### config.mk
export PLATFORM = sky130hd
export DESIGN_NAME = inst_sequencer
export DESIGN_NICKNAME = d
export VERILOG_FILES = /design/src/rtl/seq_pkg.sv /design/src/rtl/seq_decode.sv /design/src/rtl/seq_queue.sv /design/src/rtl/inst_sequencer.sv
export SDC_FILE = /design/constraint.sdc
export NUM_CORES = 1
export LEC_CHECK = 0
export ABC_AREA = 1
export BUFFER_PORTS_ARGS = -buffer_cell sky130_fd_sc_hd__buf_2
export CORE_MARGIN = 2
export CORE_UTILIZATION = 30
export CTS_CLUSTER_DIAMETER = 200
export CTS_CLUSTER_SIZE = 28
export DETAILED_ROUTE_END_ITERATION = 6
export GPL_ROUTABILITY_DRIVEN = 0
export GPL_TIMING_DRIVEN = 1
export PLACE_DENSITY = 0.57
export SKIP_LAST_GASP = 1
export SYNTH_ARGS = -nofsm -noshare
export SYNTH_HDL_FRONTEND = slang
export SYNTH_SLANG_ARGS = --single-unit
### constraint.sdc
create_clock -name clk -period 16.4 [get_ports clk]
set_input_delay 3.28 -clock clk [delete_from_list [all_inputs] [get_ports clk]]
set_output_delay 3.28 -clock clk [all_outputs]
set_load 0.005 [all_outputs]
### src/rtl/seq_pkg.sv
`timescale 1ns/1ps
package seq_pkg;
    localparam int WORD_W = 37;
    localparam int PATH_W = 12;
    localparam int PKT_W  = PATH_W + WORD_W;
    localparam int IMM_W  = WORD_W - 2;

    typedef enum logic [1:0] {
        F_WORK = 2'b00,
        F_LIT  = 2'b01,
        F_KILL = 2'b10,
        F_QCTL = 2'b11
    } form_e;

    typedef struct packed {
        form_e             form;
        logic              unclog;
        logic              ti;
        logic              di;
        logic              dc;
        logic              dout;
        logic              tout;
        logic              ig;
        logic              lp;
        logic              lpd;
        logic [PATH_W-1:0] ipath;
        logic [IMM_W-1:0]  imm;
    } dec_t;
endpackage

### src/rtl/seq_decode.sv
`timescale 1ns/1ps
module seq_decode
    import seq_pkg::*;
(
    input  logic [WORD_W-1:0] word,
    output dec_t              dec
);
    always_comb begin
        dec.form   = form_e'(word[36:35]);
        dec.unclog = word[34];
        dec.ti     = word[34];
        dec.di     = word[33];
        dec.dc     = word[32];
        dec.dout   = word[31];
        dec.tout   = word[30];
        dec.ig     = word[29];
        dec.lp     = word[28];
        dec.ipath  = word[27:16];
        dec.lpd    = word[15];
        dec.imm    = word[IMM_W-1:0];
    end
endmodule

### src/rtl/seq_queue.sv
`timescale 1ns/1ps
module seq_queue #(
    parameter int DEPTH = 8,
    parameter int W     = 37
) (
    input  logic         clk,
    input  logic         rst,
    input  logic         push,
    input  logic [W-1:0] wdata,
    input  logic         pop,
    output logic [W-1:0] rdata,
    output logic         empty,
    output logic         full
);
    localparam int AW = (DEPTH > 1) ? $clog2(DEPTH) : 1;
    localparam int CW = $clog2(DEPTH + 1);
    localparam logic [AW-1:0] LAST = AW'(DEPTH - 1);
    localparam logic [CW-1:0] FULL = CW'(DEPTH);

    typedef struct packed {
        logic [AW-1:0] wr;
        logic [AW-1:0] rd;
        logic [CW-1:0] cnt;
    } qst_t;

    qst_t qs_d, qs_q;
    logic [W-1:0] mem [DEPTH];

    always_comb begin
        qs_d = qs_q;
        if (push) qs_d.wr = (qs_q.wr == LAST) ? '0 : qs_q.wr + 1'b1;
        if (pop)  qs_d.rd = (qs_q.rd == LAST) ? '0 : qs_q.rd + 1'b1;
        qs_d.cnt = qs_q.cnt + CW'(push) - CW'(pop);
    end

    always_ff @(posedge clk) begin
        if (rst) qs_q <= '0;
        else     qs_q <= qs_d;
    end

    always_ff @(posedge clk) begin
        if (push) mem[qs_q.wr] <= wdata;
    end

    assign rdata = mem[qs_q.rd];
    assign empty = (qs_q.cnt == '0);
    assign full  = (qs_q.cnt == FULL);
endmodule

### src/rtl/inst_sequencer.sv
`timescale 1ns/1ps
module inst_sequencer
    import seq_pkg::*;
#(
    parameter int DEPTH = 8,
    parameter int CNT_W = 7
) (
    input  logic              clk,
    input  logic              rst,
    input  logic              ins_valid,
    output logic              ins_ready,
    input  logic [WORD_W-1:0] ins_word,
    input  logic              din_valid,
    output logic              din_ready,
    input  logic [WORD_W-1:0] din_word,
    output logic              pkt_valid,
    input  logic              pkt_ready,
    output logic [PKT_W-1:0]  pkt_word,
    output logic              pkt_tok,
    output logic              pkt_last
);
    localparam logic [CNT_W-1:0] CNT_MAX = '1;

    typedef struct packed {
        logic              got_in;
        logic [CNT_W-1:0]  kill_left;
        logic              clogged;
        logic [WORD_W-1:0] data;
        logic [PATH_W-1:0] path;
    } st_t;

    st_t st_d, st_q;

    logic [WORD_W-1:0] head;
    logic              q_empty, q_full, q_pop, q_push;
    logic              rq_push;
    logic [WORD_W-1:0] rq_word, q_wdata;
    logic              unclog_take, ins_is_unclog;
    logic              need_in, need_out, in_fire, pkt_fire, done;
    logic [CNT_W-1:0]  head_cnt;
    logic [PATH_W-1:0] out_path;
    logic              clog_st, kill_busy;
    dec_t              hd;

    seq_decode u_dec (.word(head), .dec(hd));

    seq_queue #(.DEPTH(DEPTH), .W(WORD_W)) u_q (
        .clk(clk), .rst(rst),
        .push(q_push), .wdata(q_wdata),
        .pop(q_pop), .rdata(head),
        .empty(q_empty), .full(q_full)
    );

    assign head_cnt      = head[CNT_W-1:0];
    assign ins_is_unclog = (ins_word[36:34] == 3'b111);

    always_comb begin
        st_d        = st_q;
        q_pop       = 1'b0;
        rq_push     = 1'b0;
        rq_word     = head;
        din_ready   = 1'b0;
        pkt_valid   = 1'b0;
        pkt_word    = '0;
        pkt_tok     = 1'b0;
        pkt_last    = 1'b0;
        need_in     = 1'b0;
        need_out    = 1'b0;
        in_fire     = 1'b0;
        pkt_fire    = 1'b0;
        done        = 1'b0;
        out_path    = st_q.path;
        unclog_take = st_q.clogged && ins_valid && ins_is_unclog;

        if (unclog_take) st_d.clogged = 1'b0;

        if (st_q.kill_left != '0) begin
            if (!q_empty) begin
                q_pop          = 1'b1;
                st_d.kill_left = st_q.kill_left - 1'b1;
            end
        end else if (!st_q.clogged && !q_empty) begin
            unique case (hd.form)
                F_LIT: begin
                    st_d.data = {2'b00, hd.imm};
                    q_pop     = 1'b1;
                end
                F_KILL: begin
                    st_d.kill_left = head_cnt;
                    q_pop          = 1'b1;
                end
                F_QCTL: begin
                    if (!hd.unclog) st_d.clogged = 1'b1;
                    q_pop = 1'b1;
                end
                default: begin
                    need_in   = hd.ti | hd.di;
                    need_out  = hd.dout | hd.tout;
                    din_ready = need_in && !st_q.got_in;
                    in_fire   = din_valid && din_ready;
                    if (in_fire) begin
                        st_d.got_in = 1'b1;
                        if (hd.di && hd.dc) begin
                            if (hd.lpd) st_d.path = {1'b0, din_word[WORD_W-1:WORD_W-PATH_W+1]};
                            else        st_d.data = din_word;
                        end
                    end
                    out_path  = hd.lp ? hd.ipath : st_q.path;
                    pkt_valid = need_out && (!need_in || st_q.got_in);
                    pkt_word  = {out_path, hd.dout ? st_q.data : {WORD_W{1'b0}}};
                    pkt_tok   = pkt_valid && !hd.dout;
                    pkt_last  = pkt_valid && hd.tout && hd.ig;
                    pkt_fire  = pkt_valid && pkt_ready;
                    done = (!need_in || st_q.got_in || in_fire) && (!need_out || pkt_fire);
                    if (done) begin
                        q_pop       = 1'b1;
                        st_d.got_in = 1'b0;
                        if (hd.lp) st_d.path = hd.ipath;
                        if (head_cnt == CNT_MAX) begin
                            rq_push = 1'b1;
                        end else if (head_cnt != '0) begin
                            rq_push = 1'b1;
                            rq_word = {head[WORD_W-1:CNT_W], head_cnt - 1'b1};
                        end
                    end
                end
            endcase
        end

        if (unclog_take) ins_ready = 1'b1;
        else             ins_ready = !q_full && !rq_push;

        q_push  = rq_push || (ins_valid && ins_ready && !unclog_take);
        q_wdata = rq_push ? rq_word : ins_word;
    end

    always_ff @(posedge clk) begin
        if (rst) st_q <= '0;
        else     st_q <= st_d;
    end

    assign clog_st   = st_q.clogged;
    assign kill_busy = (st_q.kill_left != '0);
endmodule

==> run metrics, run 1 <==
status complete, no violations; Tmin final 7801 ps; crit path capture type primary output; gr ovfl total 0; area grow syn2layout 10.76%; Setup-failing EPs final 0; layout cells sized above 1 12.32%; Max Cap Viol 0; CTS Buffer Depth 3; RSZ-0062 raised after global routing no; Final Skew 35.18 ps; vias in the first global route 11790; height of the die 239.9 µm; die area 57540 µm²; io pins 133; Via Count 12750; Routed Wire Length 50260 µm; nets 1892; first-pass detailed-route iteration total 5; DP HPWL 31660 µm; Clk pin slew, worst setup/hold paths 110 ps; hold_buf cts 0; initial core utilization 30.30%; Die W 239.9 µm; post-DR wirelength/cell 19.65 µm; relative slew slack 10.69%; CTS buffer count 17; diode count 0; Setup TNS Final 0 ps; Vias/cell 4.984; largest net degree at the start of global routing 98; Slew Viols, Final 0; overall routing resource usage 17.00%; fillers 5679; Netlist cell types 43; Post-Syn Nets 1823; Port Buf Inserts 132; Syn Area/Cell 9.648 µm²; initial antenna violation count 3; placed insts 2528; Worst EP arrival 4520 ps; DRC errors left 0; Iter 0 DRT Violations 1263; synth warn 0; Setup CP Type reg -> out; postcts setup bufs 0; clk_lat worst skew 550 ps; Worst Tran Pin Value 1326 ps; H-tree levels 1; # clock sinks 367; Required @ worst endpoint 13120 ps; Max Fclk 128.2 MHz; final non-filler cell total 2558; first-pass GRT wire length 73530 µm; synthesized cell area 16690 µm²; register-to-register setup slack 11240 ps; ANT nets after route 0; Worst Hold Class reg -> reg; clock root buffer clkbuf_16; power density cells 157.2 nW/µm²; sequential cell area fraction in the yosys report 61.77%; post_cts resized 0; Std-Cell Rows 86; CTS tree done; synthesized instance count 1730; Worst VDD drop 81.18 µV; worst-path fanout max 31; Core ar. 55090 µm²; Leak 6.878 nW; fin crit share 47.56%; final hold violations 0; Worst setup SP type register; #FFs+latches synth 367
flip-flops by register name, summed over array words and instances (netlist names), named ones only:
| register | count |
|---|---|
| u_q.mem | 296 |
| clog_st | 1 |
| u_q.qs_q | 10 |
| st_q | 57 |
cells in the final DEF, fill, tap and decap left out, types with 2 or more instances in the layout:
| cell type | count |
|---|---|
| nor2_4 | 4 |
| nor3_2 | 4 |
| clkbuf_1 | 11 |
| inv_1 | 141 |
| o22ai_1 | 47 |
| a31oi_1 | 2 |
| or2_1 | 10 |
| xnor2_1 | 2 |
| a21oi_1 | 45 |
| dfxtp_1 | 69 |
| nand2_1 | 262 |
| o21ai_1 | 29 |
| clkbuf_16 | 17 |
| ha_1 | 13 |
| nand4_1 | 25 |
| inv_2 | 12 |
| clkinv_1 | 2 |
| o211ai_1 | 4 |
| buf_4 | 24 |
| mux2i_1 | 9 |
| o21a_1 | 11 |
| nand3_1 | 93 |
| nand2_2 | 5 |
| o21ai_0 | 216 |
| nand3_2 | 3 |
| or2_2 | 2 |
| a21oi_2 | 2 |
| edfxtp_1 | 296 |
| o221ai_1 | 2 |
| nor3_1 | 9 |
| buf_2 | 132 |
| xor2_1 | 4 |
| nor2_1 | 279 |
| o21ai_2 | 9 |
final cells by class:
| class | count | area [µm²] | area share [%] |
|---|---|---|---|
| repair buffers | 156 | 840.8 | 4.548 |
| flip-flops and latches | 367 | 10310 | 55.79 |
| inverters | 157 | 593.1 | 3.208 |
| clock buffers | 28 | 466.7 | 2.524 |
| multi-input cells | 1100 | 5298 | 28.65 |
| clock inverters | 2 | 38.79 | 0.2098 |
| well taps | 748 | 935.9 | 5.062 |
cell usage after synthesis, drive strengths merged:
cell type,n,area [µm²]
edfxtp,296,8889
nor2,284,1069
nand2,268,1023
o21ai,255,1321
inv,154,578.1
nand3,96,490.5
dfxtp,71,1421
buf,57,366.6
clkbuf,49,183.9
a21oi,47,242.7
o22ai,47,294.0
nand4,25,156.4
ha,13,162.7
nor3,13,65.06
or2,12,75.07
o21a,11,82.58
mux2i,9,90.09
o211ai,4,30.03
xor2,4,35.03
clkinv,3,12.51
a31oi,2,12.51
o221ai,2,17.52
xnor2,2,17.52
a211oi,1,7.510
a21o,1,7.510
and3,1,6.260
fa,1,20.02
nor4,1,6.260
o31ai,1,7.510
stage by stage:
step           setup slack (ps)  instance area (µm²)  power, mW  hold WS, ps  utilization [%]
6_report                   8599                18490      2.906        470.0            33.56
4_1_cts                    8666                18490      2.908        472.4            33.56
3_3_place_gp               8836                17980      2.388        444.6            32.64
5_1_grt                    8295                18490      3.090        493.0            33.56
3_5_place_dp               8839                17980      2.412        456.8            32.64
2_1_floorplan              9202                16690      2.052        430.8                -
worst max-delay path: stages, from the launching register on:
cell and delay (ps):
dfxtp_1 320, buf_4 320, clkinv_1 660, buf_4 550, o21ai_1 750, inv_2 440
or2_1 330, a21oi_1 380, buf_2 200
cells by family after synthesis:
group	after synthesis	synth area share, %
AO/OA/AOI/OAI	371	12.12
buffers and inverters	263	6.837
AND/OR/NAND/NOR	700	17.32
adder cells (fa/ha/maj)	14	1.094
XOR/XNOR	6	0.3148
multiplexers	9	0.5398
flip-flops	367	61.77
where the power goes:
group / internal, mW / leakage (nW) / total [mW] / switching (mW)
Clock: 0.203 / 0.238 / 0.504 / 0.300
Sequential: 1.13 / 3.26 / 1.18 / 0.0521
Combinational: 0.323 / 3.37 / 1.22 / 0.895
Total: 1.66 / 6.88 / 2.91 / 1.25
final timing paths:
check | end | from | cells after the start
setup / recovery | pkt_word[37] | register | 8
setup reg to reg | u_q.mem[7][24]$_DFFE_PP_ | register | 19
hold reg to reg | st_q[14]$_SDFFE_PP0P_ | st_q[14]$_SDFFE_PP0P_ | 2
hold / removal | st_q[14]$_SDFFE_PP0P_ | st_q[14]$_SDFFE_PP0P_ | 2
routing by layer:
metal	track usage (%)	share of wire (%)
met5	0	0.036
met4	4.724	3.0
met3	2.870	6.9
met2	26.73	45
met1	24.13	45
Power figures use the tool's default switching activity.
==> inputs of run 2 (changes only) <==
clock period = 7.55 ns   (was 16.4 ns; I/O delays follow)
==> run 2 against run 1 <==
Net effect: routed wire length about the same; sequential share of layout area about the same; die area unchanged; worst setup slack lost 6500 ps; register-to-register slack worse by 8500 ps; global-route usage grew 0.12 points; largest cell class unchanged; worst hold slack lost 1.8 ps; cell area hardly changed; non-clock buffer count fell by 1; critical endpoint is now pkt_word[38]; clock power is 110% higher; critical path depth up 1.
==> run metrics, run 2 (synthesis gave the netlist of run 1 again) <==
post_cts resized 0 (unchanged); area of the multi-input gates 5298 µm² (unchanged); Std-Cell Rows 86 (unchanged); Worst Path Buf+Inv 4 (-1); Die W 239.9 µm (unchanged); fillers 5698 (+0.33%); postcts setup bufs 0 (unchanged); vias in the first global route 11700 (-0.78%); status complete, no violations; initial antenna violation count 4 (+1); relative slew slack 13.52% (+2.8 points); clock root buffer clkbuf_16; post-DR wirelength/cell 19.66 µm (about the same); layout cells sized above 1 12.27% (-0.048 points); Worst Hold Class reg -> reg; post-route cell area 18490 µm² (about the same); Tmin final 5435 ps; initial core utilization 30.30% (unchanged); power share of the combinational group 42.8% (+0.9 points); ANT nets after route 0 (unchanged); Largest regs u_q.mem x296, st_q x57, u_q.qs_q x10; Slew Viols, Final 0 (unchanged); Sw Share 43.11% (+0.17 points); CP cell instances buf_4, o21ai_0, o22ai_1, inv_1, o21ai_1, inv_2, or2_2, a21oi_1, buf_2; commonest non-fill, non-tap cells in the layout edfxtp_1, nor2_1, nand2_1; Met1 Routed Length 22690 µm (+0.59%); commonest non-fill, non-tap cell in the layout edfxtp_1; first-pass GRT wire length 74130 µm (+0.83%); Top Metal Used met5; nets 1891 (-0.053%); Levels on crit path 9 (+1); Clk pin slew, worst setup/hold paths 110 ps (about the same); DRC errors left 0 (unchanged); final hold violations 0 (unchanged); Pint 3.601 mW (+120%); clk_lat worst skew 530 ps (-20 ps); largest net degree at the start of global routing 149 (+52%); Worst VDD drop 280.2 µV (+250%); Required @ worst endpoint 6040 ps (-7080 ps); Worst setup SP type register; CP peak stage delay 720 ps (-30 ps); Leak 6.876 nW (about the same); power density cells 342.3 nW/µm² (+120%); # clock sinks 367 (unchanged); worst-path fanout max 75 (+140%); Register Area 10310 µm² (unchanged); gr ovfl total 0 (unchanged); Worst EP arrival 3930 ps (-590 ps); area grow syn2layout 10.79% (about the same); height of the die 239.9 µm (unchanged); Max Fclk 184.0 MHz; dpl cell area 17990 µm² (about the same); placed insts 2527 (-0.040%); Port Buf Inserts 132 (unchanged); CTS tree done; part of the power in registers 40.2% (-0.6 points); Worst Tran Pin Value 1284 ps (-42.03 ps); metal2 WL 22520 µm (-0.81%); pre-CTS setup slack 2721 ps (-6118 ps); CTS Buffer Depth 3 (unchanged); Setup CP Type reg -> out; RSZ-0062 raised after global routing no; DP HPWL 32910 µm (+4.0%); Vias/cell 4.927 (-1.2%); Setup TNS Final 0 ps (unchanged); fin crit share 71.99%; Routed Wire Length 50270 µm (about the same); overall routing resource usage 17.11% (+0.12 points); H-tree levels 1 (unchanged); max reg flops 296 (unchanged); crit path capture type primary output; first-pass detailed-route iteration total 5 (unchanged); metal3 WL 3514 µm (+1.7%); Iter 0 DRT Violations 1200 (-5.0%); io pins 133 (unchanged); Power, Total 6.330 mW (+120%); fin worst setup slack 2115 ps (-6485 ps); Max Cap Viol 0 (unchanged); Via Count 12600 (-1.2%); Core ar. 55090 µm² (unchanged); crit-path leading delay family buffers and inverters; CTS buffer count 17 (unchanged); Final Skew 35.95 ps (+0.7676 ps); r2r worst-path depth 15 (-4); hold_buf cts 0 (unchanged); final non-filler cell total 2557 (-0.039%); Largest Register u_q.mem; diode count 0 (unchanged); clock power share 17.0% (-0.3 points); Slowest-stage cell, CP buf_4; die area 57540 µm² (unchanged); P_sw 2.729 mW (+120%); Setup-failing EPs final 0 (unchanged); Hold Crit Depth 2 (unchanged)
## run 2: area by class of cell
cell class                      count  share of cell area, %
Inverter                          157                  3.207
Tap cell                          748                  5.061
Sequential cell                   367                  55.78
Clock inverter                      2                 0.2097
Timing Repair Buffer              155                  4.574
Multi-Input combinational cell   1100                  28.65
Clock buffer                       28                  2.524
## run 2: tightest hold or removal path, stage by stage, from the launching register on
cell	delay (ps)
dfxtp_1	310
inv_1	60
a21oi_1	60
## run 2: power groups by stage
stage | Combinational [mW] | Sequential, mW | Clock [mW]
after CTS | 2.70 | 2.54 | 1.10
after global placement | 2.66 | 2.58 | 0
after global routing | 3.02 | 2.57 | 1.17
after detailed placement | 2.70 | 2.59 | 0
after floorplan | 1.89 | 2.57 | 0
final | 2.71 | 2.54 | 1.08
## run 2: per-stage QoR
stage,utilization [%],hold slack [ps]
floorplan,-,430.8
global placement,32.65,448.4
detailed placement,32.65,449.2
CTS,33.57,465.9
global route,33.57,484.7
finish,33.57,468.2
## run 2: worst paths after layout
| path | startpoint | endpoint | slack [ps] |
|---|---|---|---|
| min | st_q[18]$_SDFFE_PP0P_ | st_q[18]$_SDFFE_PP0P_ | 470 |
| min reg2reg | st_q[18]$_SDFFE_PP0P_ | st_q[18]$_SDFFE_PP0P_ | 470 |
| max | register | pkt_word[38] | 2110 |
| max reg2reg | register | u_q.mem[1][28]$_DFFE_PP_ | 2750 |
## run 2: metal layers
layer | up-vias | GRT usage (%)
met5 | - | 0
met1 | 6055 | 24.87
met2 | 451 | 26.53
met4 | 2 | 4.988
met3 | 72 | 2.354
li1 | 6018 | -
==> inputs of run 3 (changes only) <==
PLACE_DENSITY = 0.58   (was 0.57)
clock period = 5 ns   (was 7.55 ns; I/O delays follow)
==> run 3 against run 2 <==
Net effect: register-to-register slack lost 2100 ps; largest cell class unchanged; core utilization up 0.16 points; sequential cell count unchanged; global-route usage is 0.47 points lower; total power increased by 51%; via count grew 0.30%; worst setup slack got worse by 1800 ps; sequential power up 51%.
==> run metrics, run 3 (synthesis gave the netlist of run 1 again) <==
Final Skew 37.45 ps (+1.504 ps); Setup-failing EPs final 0 (unchanged); final non-filler cell total 2567 (+0.39%); overall routing resource usage 16.64% (-0.47 points); Setup CP Type reg -> out; # clock sinks 367 (unchanged); ANT nets after route 0 (unchanged); Setup TNS Final 0 ps (unchanged); Max Cap Viol 0 (unchanged); Vias/cell 4.922 (about the same); CTS buffer count 17 (unchanged); first-pass GRT wire length 72100 µm (-2.7%); status complete, no violations; clk_lat worst skew 540 ps (about the same); Top Metal Used met5; Core ar. 55090 µm² (unchanged); Worst Hold Class reg -> reg; clock root buffer clkbuf_16; relative slew slack 29.31% (+16 points); Required @ worst endpoint 4000 ps (-2040 ps); first-pass detailed-route iteration total 5 (unchanged); diode count 0 (unchanged); io pins 133 (unchanged); post_cts resized 0 (unchanged); placed insts 2538 (+0.44%); Largest regs u_q.mem x296, st_q x57, u_q.qs_q x10; Worst EP arrival 3680 ps (-250 ps); Iter 0 DRT Violations 1066 (-11%); CTS tree done; Via Count 12640 (+0.30%); commonest non-fill, non-tap cells in the layout edfxtp_1, nor2_1, nand2_1; Tmin final 4679 ps; Std-Cell Rows 86 (unchanged); hold_buf cts 0 (unchanged); Max Fclk 213.7 MHz; power density cells 515.5 nW/µm² (+51%); crit path capture type primary output; post-route cell area 18580 µm² (+0.49%); gr ovfl total 0 (unchanged); post-DR wirelength/cell 19.27 µm (-2.0%); final hold violations 0 (unchanged); Die W 239.9 µm (unchanged); max reg flops 296 (unchanged); layout cells sized above 1 12.81% (+0.54 points); postcts setup bufs 0 (unchanged); dpl cell area 18080 µm² (+0.52%); Worst setup SP type register; commonest non-fill, non-tap cell in the layout edfxtp_1; RSZ-0062 raised after global routing no; height of the die 239.9 µm (unchanged); Worst VDD drop 342.2 µV (+22%); Largest Register u_q.mem; Worst Tran Pin Value 1049 ps (-234.4 ps); Clk pin slew, worst setup/hold paths 110 ps (about the same); H-tree levels 1 (unchanged); CTS Buffer Depth 3 (unchanged); Power, Total 9.579 mW (+51%); largest net degree at the start of global routing 87 (-42%); DRC errors left 0 (unchanged); DP HPWL 32820 µm (-0.26%); metal3 WL 3728 µm (+6.1%); fin crit share 93.58%; Port Buf Inserts 132 (unchanged); Leak 6.933 nW (+0.82%); Slew Viols, Final 0 (unchanged); nets 1902 (+0.58%); worst-path fanout max 86 (+15%); die area 57540 µm² (unchanged); area grow syn2layout 11.33%; Routed Wire Length 49460 µm (-1.6%); initial core utilization 30.30% (unchanged); Met1 Routed Length 22020 µm (-3.0%); initial antenna violation count 1 (-3); metal2 WL 22470 µm (-0.19%); vias in the first global route 11500 (-1.7%)
run 3: layer usage:
layer | vias to the layer above | track usage [%]
met5 | - | 0
met4 | 2 | 4.084
met3 | 61 | 2.514
met2 | 466 | 26.57
met1 | 6068 | 23.70
li1 | 6039 | -
run 3: critical path: stages, from the launching register on:
cell	delay (ps)
dfxtp_4	370
buf_4	700
nor2_1	130
nor2_1	130
o21ai_0	100
o21ai_1	110
inv_1	50
o21ai_1	320
inv_1	160
ha_1	270
nand3_2	120
nor2_2	60
nor2_1	180
nand2_4	150
nand2_1	90
nand2_1	60
buf_2	130
run 3: area by class of cell:
class / count / area, µm²
clock buffers: 27 / 462.9
flip-flops and latches: 367 / 10310
repair buffers: 166 / 940.9
fillers: 5692 / 36510
multi-input cells: 1100 / 5298
clock inverters: 2 / 38.79
inverters: 157 / 591.8
well taps: 748 / 935.9
run 3: final timing paths:
| check | slack, ps | from | depth (start not counted) | to |
|---|---|---|---|---|
| max | 320 | register | 16 | ins_ready |
| min | 460 | st_q[14]$_SDFFE_PP0P_ | 2 | st_q[14]$_SDFFE_PP0P_ |
| max reg2reg | 640 | register | 17 | u_q.mem[5][32]$_DFFE_PP_ |
| min reg2reg | 460 | st_q[14]$_SDFFE_PP0P_ | 2 | st_q[14]$_SDFFE_PP0P_ |
run 3: stage by stage:
| stage | hold slack [ps] | setup WS, ps | util, % |
|---|---|---|---|
| after CTS | 464.3 | 326.2 | 33.73 |
| final | 464.6 | 321.2 | 33.73 |
| after floorplan | 430.8 | -386.2 | - |
| after global routing | 494.7 | 32.87 | 33.73 |
| after global placement | 445.6 | 789.3 | 32.82 |
| after detailed placement | 448.4 | 684.9 | 32.82 |
run 3: where the power goes:
part           leakage (nW)  internal, mW  switching [mW]
Clock                 0.237         0.664           0.959
Combinational          3.43          1.09            3.02
Sequential             3.26          3.71           0.134
Total                  6.93          5.47            4.11
